`src/rtl/ualign_pkg.sv`:
```
package ualign_pkg;

   typedef enum logic [1:0] {
      SZ_BYTE = 2'd0,
      SZ_WORD = 2'd1,
      SZ_LONG = 2'd2,
      SZ_WIDE = 2'd3
   } size_e;

   // Number of bytes an access of the given size code touches, capped at the lane count
   function automatic int unsigned size_bytes(input logic [1:0] s, input int unsigned lanes);
      int unsigned n;
      n = 32'd1 << s;
      return (n > lanes) ? lanes : n;
   endfunction

endpackage

```
`src/rtl/ualign_pack.sv`:
```
module ualign_pack
   import ualign_pkg::*;
#(
   parameter int unsigned DATA_W = 32,
   parameter int unsigned LANES  = DATA_W / 8,
   parameter int unsigned OFF_W  = $clog2(LANES)
) (
   input  logic [1:0]        size,
   input  logic [OFF_W-1:0]  off,
   input  logic [DATA_W-1:0] wdata,
   output logic [LANES-1:0]  be_lo,
   output logic [LANES-1:0]  be_hi,
   output logic [DATA_W-1:0] data_lo,
   output logic [DATA_W-1:0] data_hi,
   output logic              straddle
);

   logic [LANES-1:0]    lane_en;
   logic [DATA_W-1:0]   masked;
   logic [2*LANES-1:0]  be_pair;
   logic [2*DATA_W-1:0] data_pair;

   for (genvar i = 0; i < int'(LANES); i++) begin : g_lane
      localparam int unsigned LI = i;
      assign lane_en[i]       = (LI < size_bytes(size, LANES));
      assign masked[8*i +: 8] = lane_en[i] ? wdata[8*i +: 8] : 8'h00;
   end

   assign be_pair   = {{LANES{1'b0}}, lane_en} << off;
   assign data_pair = {{DATA_W{1'b0}}, masked} << {off, 3'b000};

   assign be_lo    = be_pair[LANES-1:0];
   assign be_hi    = be_pair[2*LANES-1:LANES];
   assign data_lo  = data_pair[DATA_W-1:0];
   assign data_hi  = data_pair[2*DATA_W-1:DATA_W];
   assign straddle = |be_hi;

endmodule

```
`src/rtl/ualign_unpack.sv`:
```
module ualign_unpack
   import ualign_pkg::*;
#(
   parameter int unsigned DATA_W = 32,
   parameter int unsigned LANES  = DATA_W / 8,
   parameter int unsigned OFF_W  = $clog2(LANES)
) (
   input  logic [1:0]        size,
   input  logic [OFF_W-1:0]  off,
   input  logic [DATA_W-1:0] lo,
   input  logic [DATA_W-1:0] hi,
   output logic [DATA_W-1:0] data
);

   logic [DATA_W-1:0] shifted;

   assign shifted = DATA_W'({hi, lo} >> {off, 3'b000});

   for (genvar i = 0; i < int'(LANES); i++) begin : g_lane
      localparam int unsigned LI = i;
      assign data[8*i +: 8] = (LI < size_bytes(size, LANES)) ? shifted[8*i +: 8] : 8'h00;
   end

endmodule

```
`src/rtl/ualign_mem.sv`:
```
module ualign_mem
   import ualign_pkg::*;
#(
   parameter int unsigned ADDR_W     = 19,
   parameter int unsigned DATA_W     = 32,
   parameter bit          ALWAYS_TWO = 1'b0
) (
   input  logic                            clk,
   input  logic                            rst_n,
   input  logic                            req_valid,
   output logic                            req_ready,
   input  logic                            req_write,
   input  logic [1:0]                      req_size,
   input  logic [ADDR_W-1:0]               req_addr,
   input  logic [DATA_W-1:0]               req_wdata,
   output logic                            rsp_valid,
   output logic [DATA_W-1:0]               rsp_rdata,
   output logic                            ram_en,
   output logic                            ram_we,
   output logic [DATA_W/8-1:0]             ram_be,
   output logic [ADDR_W-$clog2(DATA_W/8)-1:0] ram_addr,
   output logic [DATA_W-1:0]               ram_wdata,
   input  logic [DATA_W-1:0]               ram_rdata
);

   localparam int unsigned LANES   = DATA_W / 8;
   localparam int unsigned OFF_W   = $clog2(LANES);
   localparam int unsigned LADDR_W = ADDR_W - OFF_W;

   if (DATA_W < 16 || (DATA_W % 8) != 0 || (LANES & (LANES - 1)) != 0) begin : g_bad_width
      $error("ualign_mem: DATA_W must be a power-of-two number of bytes, at least 16 bits");
   end
   if (ADDR_W <= OFF_W) begin : g_bad_addr
      $error("ualign_mem: ADDR_W must exceed the byte-offset width");
   end

   // Request decode
   logic               accept;
   logic [OFF_W-1:0]   req_off;
   logic [LADDR_W-1:0] req_long;
   logic [LANES-1:0]   be_lo, be_hi;
   logic [DATA_W-1:0]  wd_lo, wd_hi;
   logic               straddle;
   logic               need_two;

   assign req_off  = req_addr[OFF_W-1:0];
   assign req_long = req_addr[ADDR_W-1:OFF_W];

   ualign_pack #(.DATA_W(DATA_W), .LANES(LANES), .OFF_W(OFF_W)) u_pack (
      .size    (req_size),
      .off     (req_off),
      .wdata   (req_wdata),
      .be_lo   (be_lo),
      .be_hi   (be_hi),
      .data_lo (wd_lo),
      .data_hi (wd_hi),
      .straddle(straddle)
   );

   if (ALWAYS_TWO) begin : g_slot_base
      assign need_two = 1'b1;
   end else begin : g_slot_fast
      assign need_two = straddle;
   end

   // Second-slot state
   logic               ph2_q;
   logic               ph2_we_q;
   logic [LADDR_W-1:0] ph2_addr_q;
   logic [LANES-1:0]   ph2_be_q;
   logic [DATA_W-1:0]  ph2_data_q;

   assign req_ready = ~ph2_q;
   assign accept    = req_valid & req_ready;

   always_ff @(posedge clk or negedge rst_n) begin
      if (!rst_n) begin
         ph2_q      <= 1'b0;
         ph2_we_q   <= 1'b0;
         ph2_addr_q <= '0;
         ph2_be_q   <= '0;
         ph2_data_q <= '0;
      end else begin
         ph2_q <= accept & need_two;
         if (accept) begin
            ph2_we_q   <= req_write;
            ph2_addr_q <= req_long + LADDR_W'(1);
            ph2_be_q   <= req_write ? be_hi : '0;
            ph2_data_q <= wd_hi;
         end
      end
   end

   // RAM port
   assign ram_en    = accept | ph2_q;
   assign ram_we    = ph2_q ? ph2_we_q : accept & req_write;
   assign ram_addr  = ph2_q ? ph2_addr_q : req_long;
   assign ram_be    = ph2_q ? ph2_be_q : ((accept & req_write) ? be_lo : '0);
   assign ram_wdata = ph2_q ? ph2_data_q : wd_lo;

   // Read return path
   logic              rd1_q, rd1_two_q, rd2_q;
   logic [1:0]        rd_size_q;
   logic [OFF_W-1:0]  rd_off_q;
   logic [DATA_W-1:0] lo_q;
   logic [DATA_W-1:0] un_lo, un_hi, un_data;
   logic              finish;

   always_ff @(posedge clk or negedge rst_n) begin
      if (!rst_n) begin
         rd1_q     <= 1'b0;
         rd1_two_q <= 1'b0;
         rd2_q     <= 1'b0;
         rd_size_q <= '0;
         rd_off_q  <= '0;
         lo_q      <= '0;
      end else begin
         rd1_q     <= accept & ~req_write;
         rd1_two_q <= need_two;
         rd2_q     <= rd1_q & rd1_two_q;
         if (accept) begin
            rd_size_q <= req_size;
            rd_off_q  <= req_off;
         end
         if (rd1_q) lo_q <= ram_rdata;
      end
   end

   assign un_lo  = rd2_q ? lo_q : ram_rdata;
   assign un_hi  = rd2_q ? ram_rdata : '0;
   assign finish = (rd1_q & ~rd1_two_q) | rd2_q;

   ualign_unpack #(.DATA_W(DATA_W), .LANES(LANES), .OFF_W(OFF_W)) u_unpack (
      .size(rd_size_q),
      .off (rd_off_q),
      .lo  (un_lo),
      .hi  (un_hi),
      .data(un_data)
   );

   always_ff @(posedge clk or negedge rst_n) begin
      if (!rst_n) begin
         rsp_valid <= 1'b0;
         rsp_rdata <= '0;
      end else begin
         rsp_valid <= finish;
         if (finish) rsp_rdata <= un_data;
      end
   end

endmodule

```
`config.mk`:
```
export PLATFORM = sky130hd
export DESIGN_NAME = ualign_mem
export DESIGN_NICKNAME = d
export VERILOG_FILES = /design/src/rtl/ualign_pkg.sv /design/src/rtl/ualign_pack.sv /design/src/rtl/ualign_unpack.sv /design/src/rtl/ualign_mem.sv
export SDC_FILE = /design/constraint.sdc
export NUM_CORES = 1
export LEC_CHECK = 0
export BUFFER_PORTS_ARGS = -buffer_cell sky130_fd_sc_hd__buf_2
export CAP_MARGIN = 15
export CORE_ASPECT_RATIO = 1.2
export CORE_MARGIN = 1.5
export CORE_UTILIZATION = 50
export CTS_CLUSTER_DIAMETER = 100
export CTS_CLUSTER_SIZE = 8
export DETAILED_ROUTE_END_ITERATION = 10
export GPL_TIMING_DRIVEN = 0
export PLACE_DENSITY = 0.76
export SLEW_MARGIN = 10
export SYNTH_ARGS = -nofsm -noshare
export SYNTH_HDL_FRONTEND = slang
export SYNTH_SLANG_ARGS = --single-unit
```
`constraint.sdc`:
```
create_clock -name clk -period 4.4 [get_ports clk]
set_input_delay 0.66 -clock clk [delete_from_list [all_inputs] [get_ports clk]]
set_output_delay 0.66 -clock clk [all_outputs]
set_load 0.01 [all_outputs]
```
==> results of run 1 <==
## through the flow
stage	std cells	setup slack, ns	hold slack, ns	power (W)	instance area (um^2)
4_1_cts	1097	1.62	0.171	0.00369	8890
5_1_grt	1097	1.47	0.190	0.00384	8890
3_5_place_dp	1065	1.66	0.457	0.00237	8330
3_3_place_gp	1064	1.17	0.453	0.00234	8300
6_report	1097	1.60	0.161	0.00368	8890
2_1_floorplan	718	2.08	0.364	0.00199	7210
## synth_stat cells, types with 2 or more instances
cell       instances
nor2_1            68
a21oi_1           45
buf_4              3
and4_1             4
clkbuf_1          26
o221ai_1           8
o21ai_1           35
mux4_2            16
o2bb2ai_1          8
a211oi_1           8
buf_2             17
buf_1              4
a221oi_1           8
nor2b_1            9
buf_12             2
nand4_1            7
o21ai_0            9
nor3_1             8
a22o_1            16
dfrtp_1          118
xnor2_1            2
a221o_1           16
nand3_1            6
mux2i_1           64
xor2_1            13
nand2_1           90
a22oi_1            7
mux2_2            54
mux2_1            11
o31ai_1            9
nor2_2             3
inv_2              4
and3_1             3
and2_1             4
## flip-flops by register name, indices dropped and copies added, names as in the netlist
signal,count
ph2_data_q,24
rd1_q,1
ph2_be_q,3
rd1_two_q,1
rd_off_q,2
ph2_addr_q,17
ph2_we_q,1
lo_q,32
rsp_rdata,32
rd_size_q,2
ph2_q,1
rsp_valid,1
rd2_q,1
## worst max-delay path by stage
stage	start	end	slack [ns]	cells after the start
6_report	ph2_q	ram_be[2]	1.60	5
3_5_place_dp	req_valid	ram_be[2]	1.66	6
2_1_floorplan	req_addr[1]	ram_wdata[24]	2.08	5
5_1_grt	req_addr[1]	ram_wdata[31]	1.47	6
3_3_place_gp	rst_n	ph2_addr_q[12]	1.17	1
4_1_cts	ph2_q	ram_addr[15]	1.62	4
## cell families (layout without fill, tap and decap cells)
group	count (synthesis)	after routing	synth area share (%)
DFF	118	118	41.0
buffers and inverters	60	268	4.34
AOI/OAI and AO/OA	172	172	16.2
and+or+nand+nor	207	207	12.5
adders and majority gates	1	1	0.173
xor gates and xnor gates	15	15	1.82
muxes	145	145	24.0
## power by group through the flow
stage | clock [W] | combinational [W] | sequential (W)
3_5_place_dp | 0 | 0.000974 | 0.00140
6_report | 0.00132 | 0.000982 | 0.00138
5_1_grt | 0.00137 | 0.00106 | 0.00140
2_1_floorplan | 0 | 0.000583 | 0.00140
3_3_place_gp | 0 | 0.000952 | 0.00139
4_1_cts | 0.00133 | 0.000977 | 0.00138
## routing by layer
layer	vias up	part of all wire (%)	GRT usage, %
met5	-	0	0
met4	0	3.4	13.9
li1	3035	-	-
met3	67	8.1	6.01
met2	397	48	50.4
met1	3220	40	37.8
## worst max-delay path: stages (launching register included)
cell      delay [ns]
dfrtp_1         0.39
nor2b_1         0.20
clkbuf_1        0.47
nand2_1         0.23
o21ai_1         0.26
buf_2           0.17
## cell type report
class / instances / area share [%]
buffer: 55 / 3.31
tap: 171 / 2.41
timing repair buffer: 176 / 10.2
clock buffer: 24 / 5.42
clock inverter: 8 / 0.830
sequential: 118 / 33.2
multi-input combinational: 540 / 44.4
inverter: 5 / 0.211
==> flow_metrics.py, run 1 <==
metrics = {
    "die": {
        "start_util_pct": 51.7,
        "die_h_um": 135,
        "coreArea_um2": 13900,
        "rows": 47,
        "pin_count": 178,
        "dieArea_um2": 15200,
        "die_x_um": 113,
    },
    "routing": {
        "wl_um": 22300,
        "dr_total_vias": 6719,
        "viasPerCell": 6.12,
        "dr.pass1.iters": 5,
        "drc": 0,
        "ant_nets": 0,
        "post_drt_wl_per_cell_um": 20.3,
        "first_iter_violations": 522,
    },
    "clock_network": {
        "cts-root-buf": "clkbuf_16",
        "cts_hold_buf": 0,
        "tritoncts": "yes",
        "cts-resized-gates": 0,
        "htreeDepth": 4,
        "clkLatencyLatePin_ns": 0.42,
        "clock_path_buffers": 2,
        "clock-sinks": 118,
        "clk_pin_slew_ns": 0.05,
        "cts_setup_buffers": 0,
        "numCtsBuffers": 17,
    },
    "status": {
        "status": "completed",
    },
    "worst_hold_path": {
        "hold_class": "input port to async pin",
    },
    "logic_synthesis": {
        "synth_edf_count": 0,
        "synth_top_area_cell": "dfrtp_1",
        "yosysWarnings": 0,
        "ys_ff_latch": 118,
        "avgSynthCellArea_um2": 10.0,
        "synth_area_leaders": "dfrtp_1 (41%), mux2i_1 (8.9%), mux2_2 (8.4%)",
        "yosysSeqAreaShare_pct": 41.0,
        "synth-async-reset-ratio_pct": 100,
        "ys.flop_type": "dfrtp_1",
        "netlist_area_um2": 7210,
        "ys_types": 47,
        "syn_nets": 808,
        "synthCells": 718,
        "synth_top_cell_area_share_pct": 41.0,
    },
    "power_and_ir_drop": {
        "power_density_nw_per_um2": 414,
        "pwr-share-comb_pct": 26.7,
        "p_sw_share_pct": 31.5,
        "power.share.sequential_pct": 37.5,
        "ir_drop_mv": 0.231,
        "p_sw_w": 0.00116,
        "p_int_w": 0.00252,
        "pwr-share-clk_pct": 35.9,
        "leakagePower_nw": 4.12,
    },
    "sta": {
        "finalClockSkew_ns": 0.00739,
        "worst_pin_slew_ns": 0.779,
        "grt_setup_unrepaired": "no",
        "setup_viol": 0,
        "maxSlewHeadroom_pct": 48.1,
        "hold_violations": 0,
        "max_freq_ghz": 0.357,
        "fin_crit_ns": 2.80,
        "slew_violations": 0,
        "min_period_over_period_pct": 63.7,
        "tns_ns": 0,
    },
    "cells_and_area": {
        "final_util_pct": 63.8,
        "seqCellArea_um2": 2950,
        "final_common_cell": "buf_2",
        "fillCellCount": 1154,
        "layout-drive-gt1-share_pct": 33.5,
        "multiInputGateArea_um2": 3950,
        "diodes": 0,
        "area_delta_synth_final_pct": 23.3,
        "final_cell_mix": "buf_2 (191), dfrtp_1 (118), nand2_1 (90)",
        "nNetsFinal": 1003,
    },
    "critical_path": {
        "worstPathArrival_ns": 2.14,
        "r2r_cells": 5,
        "rrSetupSlack_ns": 2.33,
        "cp.required_ns": 3.74,
        "cp-end-kind": "output port",
        "r2r_start": "rd2_q",
        "critPathLaunchType": "flip-flop",
        "worstPathMaxFanout": 10,
        "path_class": "flip-flop to output port",
        "r2r_end": "rsp_rdata[31]",
    },
    "grt": {
        "grt_max_degree": 75,
        "grtUsageTotal_pct": 30.2,
        "grt_pass1_wl_um": 35300,
        "grt_overflow": 0,
        "grt_pass1_vias": 6568,
        "antenna_found_initial": 0,
    },
    "place": {
        "hpwl_um": 16200,
        "place.gp.congestion": 0.933,
        "numPortBuffers": 175,
    },
    "job": {
        "max_cap_violations": 0,
    },
}
Note: power is estimated with default switching activity, not from simulation.
==> run 2, diff against run 1 <==
--- a/config.mk
+++ b/config.mk
@@ -5,6 +5,7 @@
 export SDC_FILE = /design/constraint.sdc
 export NUM_CORES = 1
 export LEC_CHECK = 0
+export ABC_AREA = 1
 export BUFFER_PORTS_ARGS = -buffer_cell sky130_fd_sc_hd__buf_2
 export CAP_MARGIN = 15
 export CORE_ASPECT_RATIO = 1.2
@@ -14,7 +15,7 @@
 export CTS_CLUSTER_SIZE = 8
 export DETAILED_ROUTE_END_ITERATION = 10
 export GPL_TIMING_DRIVEN = 0
-export PLACE_DENSITY = 0.76
+export PLACE_DENSITY = 0.75
 export SLEW_MARGIN = 10
 export SYNTH_ARGS = -nofsm -noshare
 export SYNTH_HDL_FRONTEND = slang
==> constraint.sdc (replaced) <==
create_clock -name clk -period 2.9 [get_ports clk]
set_input_delay 0.435 -clock clk [delete_from_list [all_inputs] [get_ports clk]]
set_output_delay 0.435 -clock clk [all_outputs]
set_load 0.01 [all_outputs]
==> run 2 against run 1 <==
Register-to-register slack got worse by 1.1 ns. Largest power group unchanged. Highest routed layer unchanged. Global-route usage rose by 3.7 points. Cell area rose by 1.0%. Worst setup slack got worse by 1.1 ns. Sequential power rose by 48%. Critical path type unchanged. Combinational power rose by 44%. Clock skew rose by 0.00086 ns.
==> flow_metrics.py, run 2 <==
metrics = {
    "cells_and_area": {
        "layout-drive-gt1-share_pct": 22.9,
        "nNetsFinal": 1326,
        "fillCellCount": 1350,
        "final_common_cell": "nand2_1",
        "seqCellArea_um2": 2950,
        "largestRegisters": "lo_q (32), rsp_rdata (32), ph2_data_q (24)",
        "diodes": 0,
        "finalNonFillerCells": 1424,
        "stdcell_area_um2": 8980,
        "final_cell_mix": "nand2_1 (362), buf_2 (206), dfrtp_1 (118)",
        "multiInputGateArea_um2": 3670,
        "area_delta_synth_final_pct": 23.2,
    },
    "logic_synthesis": {
        "synth_area_leaders": "dfrtp_1 (40%), nand2_1 (19%), nand3_1 (7.9%)",
        "synth_top_area_cell": "dfrtp_1",
        "synth_top_cell_area_share_pct": 40.5,
        "ys_types": 33,
        "syn_nets": 1131,
        "netlist_area_um2": 7290,
        "synth_edf_count": 0,
        "ys.flop_type": "dfrtp_1",
        "synth_most_common_cell": "nand2_1",
        "yosysWarnings": 0,
        "synthCells": 1041,
        "synth-async-reset-ratio_pct": 100,
        "yosysSeqAreaShare_pct": 40.5,
        "synth.top_cells.by_count": "nand2_1 (362), dfrtp_1 (118), nand3_1 (115)",
        "ys_ff_latch": 118,
        "avgSynthCellArea_um2": 7.00,
    },
    "routing": {
        "dr.pass1.iters": 5,
        "viasPerCell": 5.81,
        "drc": 0,
        "dr_total_vias": 8267,
        "ant_nets": 0,
        "first_iter_violations": 543,
        "wl_um": 25700,
        "post_drt_wl_per_cell_um": 18.0,
    },
    "power_and_ir_drop": {
        "leakagePower_nw": 4.59,
        "ir_drop_mv": 0.378,
        "power_density_nw_per_um2": 611,
    },
    "clock_network": {
        "clock-sinks": 118,
        "cts_setup_buffers": 0,
        "cts-root-buf": "clkbuf_16",
        "cts_hold_buf": 1,
        "clk_pin_slew_ns": 0.06,
        "htreeDepth": 4,
        "numCtsBuffers": 17,
        "clock_path_buffers": 2,
        "cts-resized-gates": 0,
        "tritoncts": "yes",
        "clkLatencyLatePin_ns": 0.43,
    },
    "sta": {
        "maxSlewHeadroom_pct": 54.9,
        "max_freq_ghz": 0.412,
        "setup_viol": 0,
        "hold_violations": 0,
        "layout_setup_ws_ns": 0.471,
        "min_period_over_period_pct": 83.8,
        "finalClockSkew_ns": 0.00825,
        "fin_crit_ns": 2.43,
        "slew_violations": 0,
        "tns_ns": 0,
        "worst_pin_slew_ns": 0.677,
        "grt_setup_unrepaired": "no",
    },
    "place": {
        "post_dp_cell_area_um2": 8420,
        "place_inst": 1391,
        "numPortBuffers": 174,
        "hpwl_um": 19100,
        "place.gp.congestion": 0.989,
        "dp_slack_ns": 0.843,
    },
    "critical_path": {
        "path_class": "flip-flop to output port",
        "critPathLaunchType": "flip-flop",
        "r2r_start": "rd_off_q[1]",
        "cp-end-kind": "output port",
        "critPathMaxStageDelay_ns": 0.47,
        "cp_top_family": "buffers and inverters",
        "cpMaxStageDelayCell": "buf_1",
        "worstPathArrival_ns": 1.99,
        "path_cells": "buf_2 -> buf_1 -> nand2_1 -> o21ai_0 -> buf_2",
        "worstPathMaxFanout": 10,
        "cp.required_ns": 2.47,
        "startpoint": "ph2_q",
        "cpMostUsedCell": "buf_2",
        "cp_num_buf_inv": 3,
    },
    "grt": {
        "grt_max_degree": 76,
        "use_met1_pct": 39.3,
        "use_met2_pct": 58.0,
        "grt_use_met3_pct": 5.77,
        "grt_pass1_vias": 7813,
        "busiest_layer": "met2",
        "grtUsageTotal_pct": 33.9,
        "grt_overflow": 0,
        "antenna_found_initial": 0,
        "grt_pass1_wl_um": 39700,
    },
    "die": {
        "pin_count": 178,
        "rows": 48,
        "die_h_um": 135,
        "dieArea_um2": 15300,
        "die_x_um": 113,
        "coreArea_um2": 14300,
        "start_util_pct": 51.0,
    },
    "worst_hold_path": {
        "hold_start": "ram_rdata[30]",
        "hold_class": "input port to flip-flop",
    },
    "job": {
        "max_cap_violations": 0,
    },
    "status": {
        "status": "completed",
    },
}
==> run 2: path summary, 6_finish.rpt <==
kind	endpoint	slack, ns	cells past startpoint
worst max-delay path	ram_wdata[7]	0.47	5
worst min register to register	rsp_rdata[16]	0.48	2
worst min-delay path	lo_q[30]	0.22	3
worst max register to register	rsp_rdata[31]	1.25	5
min in group asynchronous	lo_q[29]	0.48	2
max in group asynchronous	lo_q[8]	1.71	3
==> run 2: cell families after synthesis <==
| logic type | synth area share [%] |
|---|---|
| AO/OA/AOI/OAI | 16.2 |
| XOR/XNOR | 0.721 |
| adder cells (fa/ha/maj) | 0.172 |
| buffers and inverters | 9.11 |
| flip-flops | 40.5 |
| multiplexers | 1.54 |
| AND/OR/NAND/NOR | 31.7 |
==> run 2: cell type report <==
class / instances / share of cell area [%]
multi-input combinational: 786 / 40.9
sequential: 118 / 32.9
timing repair buffer: 176 / 10.2
clock buffer: 17 / 4.74
buffer: 71 / 4.64
inverter: 66 / 2.76
tap: 175 / 2.44
clock inverter: 15 / 1.46
==> run 2: worst register-to-register path, cell delays in order, from the launching register on <==
cell and delay [ns]:
dfrtp_1 0.38, inv_2 0.16, buf_1 0.50, nand3_1 0.15
o211ai_1 0.23, nand2_1 0.11
==> run 2: where the power goes <==
group | switching (W) | internal (W)
clock network | 0.000903 | 0.00113
registers | 0.000130 | 0.00191
logic | 0.000906 | 0.000509
==> run 2: routing by layer <==
metal / vias up / share of wire [%]
met5: - / 0
met4: 0 / 6.2
met3: 100 / 7.6
met2: 498 / 48
met1: 3847 / 38
li1: 3822 / -
==> run 2: stage by stage <==
stage | utilization [%] | hold WS (ns) | total power (W)
after floorplan | - | 0.139 | 0.00288
after global placement | 58.6 | 0.458 | 0.00343
after detailed placement | 58.9 | 0.378 | 0.00346
after CTS | 62.8 | 0.221 | 0.00547
after global routing | 62.8 | 0.228 | 0.00573
final | 62.8 | 0.220 | 0.00549
